[src/rtl/ptr_adjust_pkg.sv]
package ptr_adjust_pkg;

  localparam int unsigned DEF_PTR_W   = 12;
  localparam int unsigned DEF_INSTR_W = 16;
  localparam int unsigned DEF_DATA_W  = 8;
  localparam int unsigned DEF_LIT_W   = 6;
  localparam int unsigned DEF_NUM_PTR = 3;

  // Upper-byte opcode values
  localparam logic [7:0] OPC_ADD  = 8'hE8;
  localparam logic [7:0] OPC_SUB  = 8'hE9;
  localparam logic [7:0] OPC_PUSH = 8'hFA;

  typedef enum logic [1:0] {
    OP_NONE = 2'd0,
    OP_ADD  = 2'd1,
    OP_SUB  = 2'd2,
    OP_PUSH = 2'd3
  } op_e;

  typedef struct packed {
    op_e        op;
    logic [1:0] tgt;   // pointer actually updated
    logic       ret;   // return form
    logic [7:0] lit;   // raw low byte
  } dec_t;

endpackage

[src/rtl/ptr_decode.sv]
module ptr_decode
  import ptr_adjust_pkg::*;
#(
  parameter int unsigned INSTR_W = DEF_INSTR_W
) (
  input  logic               valid,
  input  logic [INSTR_W-1:0] instr,
  output dec_t               dec
);

  localparam int unsigned HI = INSTR_W - 1;

  logic [7:0] opc;
  logic [1:0] sel;

  assign opc = instr[HI -: 8];
  assign sel = instr[7:6];

  always_comb begin
    dec.op  = OP_NONE;
    dec.tgt = 2'd0;
    dec.ret = 1'b0;
    dec.lit = instr[7:0];
    if (valid) begin
      unique case (opc)
        OPC_ADD, OPC_SUB: begin
          dec.op  = (opc == OPC_ADD) ? OP_ADD : OP_SUB;
          dec.ret = (sel == 2'd3);
          dec.tgt = (sel == 2'd3) ? 2'd2 : sel;
        end
        OPC_PUSH: begin
          dec.op  = OP_PUSH;
          dec.tgt = 2'd2;
        end
        default: dec.op = OP_NONE;
      endcase
    end
  end

endmodule

[src/rtl/ptr_file.sv]
module ptr_file #(
  parameter int unsigned NUM_PTR = 3,
  parameter int unsigned PTR_W   = 12,
  localparam int unsigned SEL_W  = (NUM_PTR > 1) ? $clog2(NUM_PTR) : 1
) (
  input  logic                           clk,
  input  logic                           rst,
  input  logic                           op_en,
  input  logic [SEL_W-1:0]               op_sel,
  input  logic                           op_sub,
  input  logic [PTR_W-1:0]               op_amt,
  input  logic                           ld_en,
  input  logic [SEL_W-1:0]               ld_sel,
  input  logic [PTR_W-1:0]               ld_val,
  output logic [NUM_PTR-1:0][PTR_W-1:0]  ptrs
);

  for (genvar g = 0; g < NUM_PTR; g++) begin : g_ptr
    logic             hit_op;
    logic             hit_ld;
    logic [PTR_W-1:0] arith;

    assign hit_op = op_en && (op_sel == SEL_W'(g));
    assign hit_ld = ld_en && (ld_sel == SEL_W'(g));
    assign arith  = op_sub ? (ptrs[g] - op_amt) : (ptrs[g] + op_amt);

    always_ff @(posedge clk) begin
      if (rst)         ptrs[g] <= '0;
      else if (hit_ld) ptrs[g] <= ld_val;
      else if (hit_op) ptrs[g] <= arith;
    end
  end


  ld_write_chk: assert property (@(posedge clk) disable iff (rst)
    (ld_en && (ld_sel < SEL_W'(NUM_PTR))) |=> (ptrs[$past(ld_sel)] == $past(ld_val)));


  idle_stable_chk: assert property (@(posedge clk) disable iff (rst)
    (!op_en && !ld_en) |=> $stable(ptrs));

endmodule

[src/rtl/ptr_adjust_unit.sv]
module ptr_adjust_unit
  import ptr_adjust_pkg::*;
#(
  parameter int unsigned PTR_W   = DEF_PTR_W,
  parameter int unsigned INSTR_W = DEF_INSTR_W,
  parameter int unsigned DATA_W  = DEF_DATA_W,
  parameter int unsigned LIT_W   = DEF_LIT_W,
  parameter int unsigned NUM_PTR = DEF_NUM_PTR
) (
  input  logic                       clk,
  input  logic                       rst,
  input  logic                       instr_valid,
  input  logic [INSTR_W-1:0]         instr,
  input  logic                       ptr_ld,
  input  logic [1:0]                 ptr_ld_sel,
  input  logic [PTR_W-1:0]           ptr_ld_val,
  output logic [NUM_PTR*PTR_W-1:0]   ptr_o,
  output logic                       mem_we,
  output logic [PTR_W-1:0]           mem_addr,
  output logic [DATA_W-1:0]          mem_wdata,
  output logic                       ret_req,
  output logic                       flush
);

  localparam int unsigned PUSH_PTR = 2;

  dec_t                          dec;
  logic                          accept;
  logic                          op_en;
  logic [PTR_W-1:0]              op_amt;
  logic [NUM_PTR-1:0][PTR_W-1:0] ptrs;

  assign accept = instr_valid && !flush;

  ptr_decode #(.INSTR_W(INSTR_W)) u_dec (
    .valid (accept),
    .instr (instr),
    .dec   (dec)
  );

  assign op_en  = (dec.op != OP_NONE);
  assign op_amt = (dec.op == OP_PUSH) ? PTR_W'(1) : PTR_W'(dec.lit[LIT_W-1:0]);

  ptr_file #(.NUM_PTR(NUM_PTR), .PTR_W(PTR_W)) u_file (
    .clk    (clk),
    .rst    (rst),
    .op_en  (op_en),
    .op_sel (dec.tgt),
    .op_sub (dec.op != OP_ADD),
    .op_amt (op_amt),
    .ld_en  (ptr_ld),
    .ld_sel (ptr_ld_sel),
    .ld_val (ptr_ld_val),
    .ptrs   (ptrs)
  );

  assign ptr_o = ptrs;

  always_ff @(posedge clk) begin
    if (rst) begin
      mem_we    <= 1'b0;
      mem_addr  <= '0;
      mem_wdata <= '0;
      ret_req   <= 1'b0;
      flush     <= 1'b0;
    end else begin
      mem_we  <= (dec.op == OP_PUSH);
      ret_req <= op_en && dec.ret;
      flush   <= op_en && dec.ret;
      if (dec.op == OP_PUSH) begin
        mem_addr  <= ptrs[PUSH_PTR];
        mem_wdata <= dec.lit[DATA_W-1:0];
      end
    end
  end


  ret_pulse_chk: assert property (@(posedge clk) disable iff (rst)
    ret_req |=> !ret_req);


  ret_flush_chk: assert property (@(posedge clk) disable iff (rst)
    ret_req |-> flush);


  bubble_hold_chk: assert property (@(posedge clk) disable iff (rst)
    (flush && !ptr_ld) |=> $stable(ptr_o));


  push_dec_chk: assert property (@(posedge clk) disable iff (rst)
    (mem_we && !$past(ptr_ld && ptr_ld_sel == 2'd2)) |-> (ptrs[PUSH_PTR] == mem_addr - PTR_W'(1)));


  push_pulse_chk: assert property (@(posedge clk) disable iff (rst)
    mem_we |-> !flush);


  unknown_quiet_chk: assert property (@(posedge clk) disable iff (rst)
    (accept && dec.op == OP_NONE) |=> (!mem_we && !ret_req));

endmodule

[config.mk]
export PLATFORM = sky130hd
export DESIGN_NAME = ptr_adjust_unit
export DESIGN_NICKNAME = d
export VERILOG_FILES = /design/src/rtl/ptr_adjust_pkg.sv /design/src/rtl/ptr_decode.sv /design/src/rtl/ptr_file.sv /design/src/rtl/ptr_adjust_unit.sv
export SDC_FILE = /design/constraint.sdc
export NUM_CORES = 1
export LEC_CHECK = 0
export ABC_AREA = 0
export BUFFER_PORTS_ARGS = -buffer_cell sky130_fd_sc_hd__buf_2
export CORE_MARGIN = 1
export CORE_UTILIZATION = 56
export CTS_CLUSTER_DIAMETER = 50
export DETAILED_ROUTE_END_ITERATION = 6
export PLACE_DENSITY_LB_ADDON = 0.1
export SETUP_SLACK_MARGIN = 0.3
export SYNTH_ARGS = -nofsm -noshare
export SYNTH_HDL_FRONTEND = slang
export SYNTH_SLANG_ARGS = --single-unit
[constraint.sdc]
create_clock -name clk -period 4.6 [get_ports clk]
set_clock_uncertainty 0.1 [all_clocks]
set_input_delay 0.23 -clock clk [delete_from_list [all_inputs] [get_ports clk]]
set_output_delay 0.23 -clock clk [all_outputs]
set_load 0.005 [all_outputs]
# Word-level counts from Yosys, hierarchy flattened
# Index checks and enable logic that the tools add are counted.
[word_totals]
mem_count = 0
reg_bits = 58
ramBits = 0
mem_bits_ro = 0
inputBits = 34
latch_bits = 0
[classes]
shift = 0
multipliers = 0
n_eq_ne = 10
muxes = 16
n_bitwise = 0
div_mod_pow = 0
n_addsub = 6
reduce_logical = 16
n_lt_le_gt_ge = 0
[op_table]
columns = ["cell", "n"]
rows = [
  ["two-way mux 12 bit", 9],
  ["adder 12 x 6 -> 12 bit", 3],
  ["subtractor 12 x 6 -> 12 bit", 3],
  ["== test 8 bit, second input constant", 3],
  ["== test 2 bit, second input constant", 4],
  ["logical AND 1 bit", 8],
  ["one-hot mux 2 bit (2 select lines)", 2],
  ["nonzero test 2 bit", 4],
  ["two-way mux 6 bit", 1],
  ["two-way mux 5 bit", 1],
  ["== test 2 x 1 -> 1 bit, second input constant", 2],
  ["logical NOT 2 bit", 2],
  ["two-way mux 2 bit", 2],
  ["inequality test 2 x 1 -> 1 bit, second input constant", 1],
  ["OR reduction 2 bit", 1],
  ["logical NOT 1 bit", 1],
  ["two-way mux 1 bit", 1],
]

# Depth between registers and ports, before layout
[depth]
ltp_word = 10
depth_mapped = 17

# Cells and area by module
# A second synthesis with hierarchy kept.
[hier_totals]
cells_unflattened = 593
hier_area_um2 = 4835.9
[modules_own_cells]
columns = ["mod", "cells_each", "area_per_inst_um2", "instances"]
rows = [
  ["ptr_file", 463, 3575.9, 1],
  ["ptr_adjust_unit", 108, 1099.8, 1],
  ["ptr_decode", 22, 160.2, 1],
]

# Least setup slack after synthesis
# OpenSTA, ideal clock, no wires.
[synth_timing]
kind = "register to register"
start = "register flush"
end = "register u_file.ptrs[10] (netlist bit)"
stages_incl_launch_ff = 16
setup_time_ps = 70
slack_ps = 397
arrival_ps = 4033
path_cell_list = "dfxtp_1 > nand4bb_4 > or4_1 > clkbuf_1 > nand2b_1 > inv_1 > ha_1 > o31a_1 > ha_1 > a21o_1 > maj3_1 > maj3_2 > maj3_2 > a41oi_1 > mux2_1 > a21oi_1"
[synth_via]
elab_chain_len = 9
[synth_rtl]
columns = ["element", "line_no", "source"]
rows = [
  ["start, declared", "ptr_adjust_unit.sv:22", "output logic flush"],
  ["start signal, assigned", "ptr_adjust_unit.sv:69", "flush <= op_en && dec.ret;"],
  ["logical NOT 1 bit *", "ptr_adjust_unit.sv:33", "assign accept = instr_valid && !flush;"],
  ["logical AND 1 bit *", "ptr_adjust_unit.sv:33", ""],
  ["two-way mux 5 bit *", "ptr_decode.sv:24", "if (valid) begin"],
  ["== test 2 bit", "ptr_adjust_unit.sv:42", "assign op_amt = (dec.op == OP_PUSH) ? PTR_W'(1) : PTR_W'(dec.lit[LIT_W-1:0]);"],
  ["two-way mux 6 bit", "ptr_adjust_unit.sv:42", ""],
  ["adder 12 x 6 -> 12 bit / subtractor 12 x 6 -> 12 bit (equally long branches)", "ptr_file.sv:25", "assign arith = op_sub ? (ptrs[g] - op_amt) : (ptrs[g] + op_amt);"],
  ["two-way mux 12 bit", "ptr_file.sv:25", ""],
  ["two-way mux 12 bit", "ptr_file.sv:30", "else if (hit_op) ptrs[g] <= arith;"],
  ["two-way mux 12 bit", "ptr_file.sv:29", "else if (hit_ld) ptrs[g] <= ld_val;"],
  ["end signal, assigned by index", "ptr_file.sv:29", ""],
  ["end signal, assigned by index", "ptr_file.sv:30", ""],
  ["end, declared", "ptr_file.sv:15", "output logic [NUM_PTR-1:0][PTR_W-1:0] ptrs"],
]
# Every way passes the cells marked *; elsewhere a longest branch is shown, timed or not. The select of a mux whose other input is x is not followed.
# A chain may end at the register's enable or synchronous reset.

# Final worst setup path
[layout_timing]
start = "register flush"
end = "register u_file.ptrs[22] (netlist bit)"
# Same word-level chain as after synthesis.

==> impl_results.md <==
- Root Driver: clkbuf_8
- Worst slew margin: 0.1977
- Port Buffers: 92
- Num CTS Buffers: 9
- CP Data Arrival Time: 4.36 ns
- Final worst-path cycle share: 0.9200
- Worst slew pin tran: between 1 and 1.5 ns
- Slew Viols, Final: 0
- Syn_area_per_cell: 7.654 sq um
- IO Pins: between 90 and 100
- Die area: 8189 sq um
- Final Util: 0.6948
- Drt via density: between 6 and 7
- Synthesis warning total: 0
- Status: complete, no violations
- Setup Viol. Count Final: 0
- Layout cells sized above 1: 0.2227
- Setup TNS: 0 ns
- Synth Area in Simple Gates: 0.2488
- Final HPWL DP: approximately 9500 um
- Setup WS pre-CTS: roughly 0.24 ns
- Hold Vio Cnt, Final: 0
- Clock sink count: 58
- Critical path required time: 4.72 ns
- Clock Latency Late Sink: about 0.34 ns
- Final nets: ~700
- Die X: approximately 90 um
- Routed WL: approximately 13000 um
- Pin count of the biggest net entering global routing: 46
- Register area share after synthesis: 0.2648
- First-pass DRT Iterations: 5
- First-pass GRT wire length: about 21000 um
- Most frequent cells after synthesis: 90 x nand2_1, 62 x a21oi_1, 58 x dfxtp_1
- Top FF cell, synth: dfxtp_1
- Initial Utilization: 0.5920
- Die H: approximately 90 um
- Mux contribution to synthesized area: 0.007133
- Post-route ant nets: 0
- Synth Area in XOR/XNOR: 0.05193
- Netlist cell types: 68
- Hold Path Class: in2reg
- Register bit total from synthesis: 58
- Core ar.: about 7400 sq um
- Initial antenna violation count: 0
- Final setup margin: about 0.37 ns
- Post-Syn Instances: between 500 and 600
- Cell area power density: approximately 250 nW/um^2
- DR iter-0 viols: about 270
- Cell taking the most area after synthesis: dfxtp_1
- Leakage dissipation: about 2.1 nW
- CP Class: reg2reg
- Post-Synth Adder-Cell Area: 0.1227
- Vias in the first global route: 4372
- Total Routing Usage GR: 0.3163
- Final critical-path required period: 4.232 ns
- Count leader, synth: nand2_1
- Clock buffer depth: 2
- Cell Area, Synth: approximately 4400 sq um
- Startpoint types: flop
- Grt total ovfl: 0
- Maximum Capacitance Violations: 0
- RSZ-0062 raised after global routing: true
- Crit end category: flop
- Final Instance Count excl. Fillers: approximately 760
- Synth Area in Compound Gates: 0.2576
- CP Max Fanout: 5
- Clock slew at reported path FFs: about 0.070 ns
- CTS tree: done
- H-tree Lvls: 3
- Main combinational cell family by area after synthesis: compound AO/OA/AOI/OAI gates
- VDD IR-drop max: between 150 and 200 uV
- Rows: 31
- Synth Net Count: ~640
- Routability cong.: about 0.96
- Synth-to-Final Area Change: 17.38%
- Area fraction of the dominant cell type after synthesis: 0.2648
- EDFF count, synth: 0
- Async set-reset flop share out of synthesis: 0
- Power Total: 1.267 mW
- Vias: about 4600
- Routed length per instance: between 15 and 20 um
- Dpl cells: 739
- Number of diodes: 0
- DRC viols: 0
- Max Clk Rate: between 0.2 and 0.25 GHz
- Dominant cells by area after synthesis: dfxtp_1 26%, ha_1 8.0%, nand2_1 7.7%
-- path summary, 6_finish.rpt --
kind,slack (ns),endpoint,start,cells past startpoint
hold / removal,0.04,u_file.ptrs[13],ptr_ld_val[1],3
hold reg to reg,0.35,mem_addr[0],mem_addr[0],2
setup reg to reg,0.37,u_file.ptrs[22],flush,15
setup / recovery,0.37,u_file.ptrs[22],flush,15
-- power breakdown --
group          switching, mW  internal (mW)
Sequential            0.0184          0.517
Clock                  0.215          0.246
Combinational          0.154          0.116
Total                  0.388          0.879
-- through the flow --
stage,cell area [sq um],hold slack (ns)
after floorplan,4385,0.2656
after global placement,4885,0.3394
after detailed placement,4885,0.3439
after CTS,5077,0.03279
after global routing,5147,0.05943
final,5147,0.04322
-- final cells by class --
class,count,area (sq um)
multi-input combinational,463,3070
fill,653,2261
sequential,58,1161
timing repair buffer,100,520.5
clock buffer,10,127.6
tap,99,123.9
inverter,23,86.33
clock inverter,6,57.56
-- logic make-up (layout without fill, tap and decap cells) --
kind of cell,Yosys count,in the layout
buffers and inverters,52,139
AO/OA/AOI/OAI,174,174
multiplexers,3,3
AND/OR/NAND/NOR,217,217
adder cells (fa/ha/maj),43,43
XOR/XNOR,26,26
flip-flops,58,58
-- metal layers --
| metal | wire [um] | up-vias | global-route usage |
|---|---|---|---|
| met1 | 5671 | 2130 | 0.3941 |
| met2 | 6190 | 185 | 0.5492 |
| li1 | - | 2252 | - |
| met3 | 803 | 20 | 0.04882 |
| met5 | 0 | - | 0 |
| met4 | 199 | 0 | 0.1129 |
-- registers in the layout, summed over array words and instances (netlist names) --
register	cells
mem_wdata	8
flush	1
mem_addr	12
u_file.ptrs	36
mem_we	1
-- worst max-delay path: stages (launching register included) --
cell	delay, ns
dfxtp_1	0.33
nand4bb_4	0.25
or4_4	0.43
nand2b_1	0.11
inv_1	0.07
ha_2	0.20
o211ai_1	0.16
o31a_1	0.26
ha_1	0.32
a21o_1	0.21
maj3_2	0.34
maj3_2	0.32
maj3_2	0.36
a311oi_2	0.34
xor2_1	0.19
o211ai_1	0.12
-- cell usage in the layout, fill, tap and decap left out, types with 12 or more instances in the layout --
master,n
nand3_1,12
buf_2,92
dfxtp_1,58
o21ai_0,37
nand2_1,90
ha_1,26
a21oi_1,61
inv_1,21
xnor2_1,15
nor2_1,40
-- timing repair --
action	4_1_cts	5_1_grt
pin swaps	0	6
setup buffers	0	4
endpoints found under the setup margin	1	16
resized for setup	1	9
hold buffers	0	0
Power figures use the tool's default switching activity.
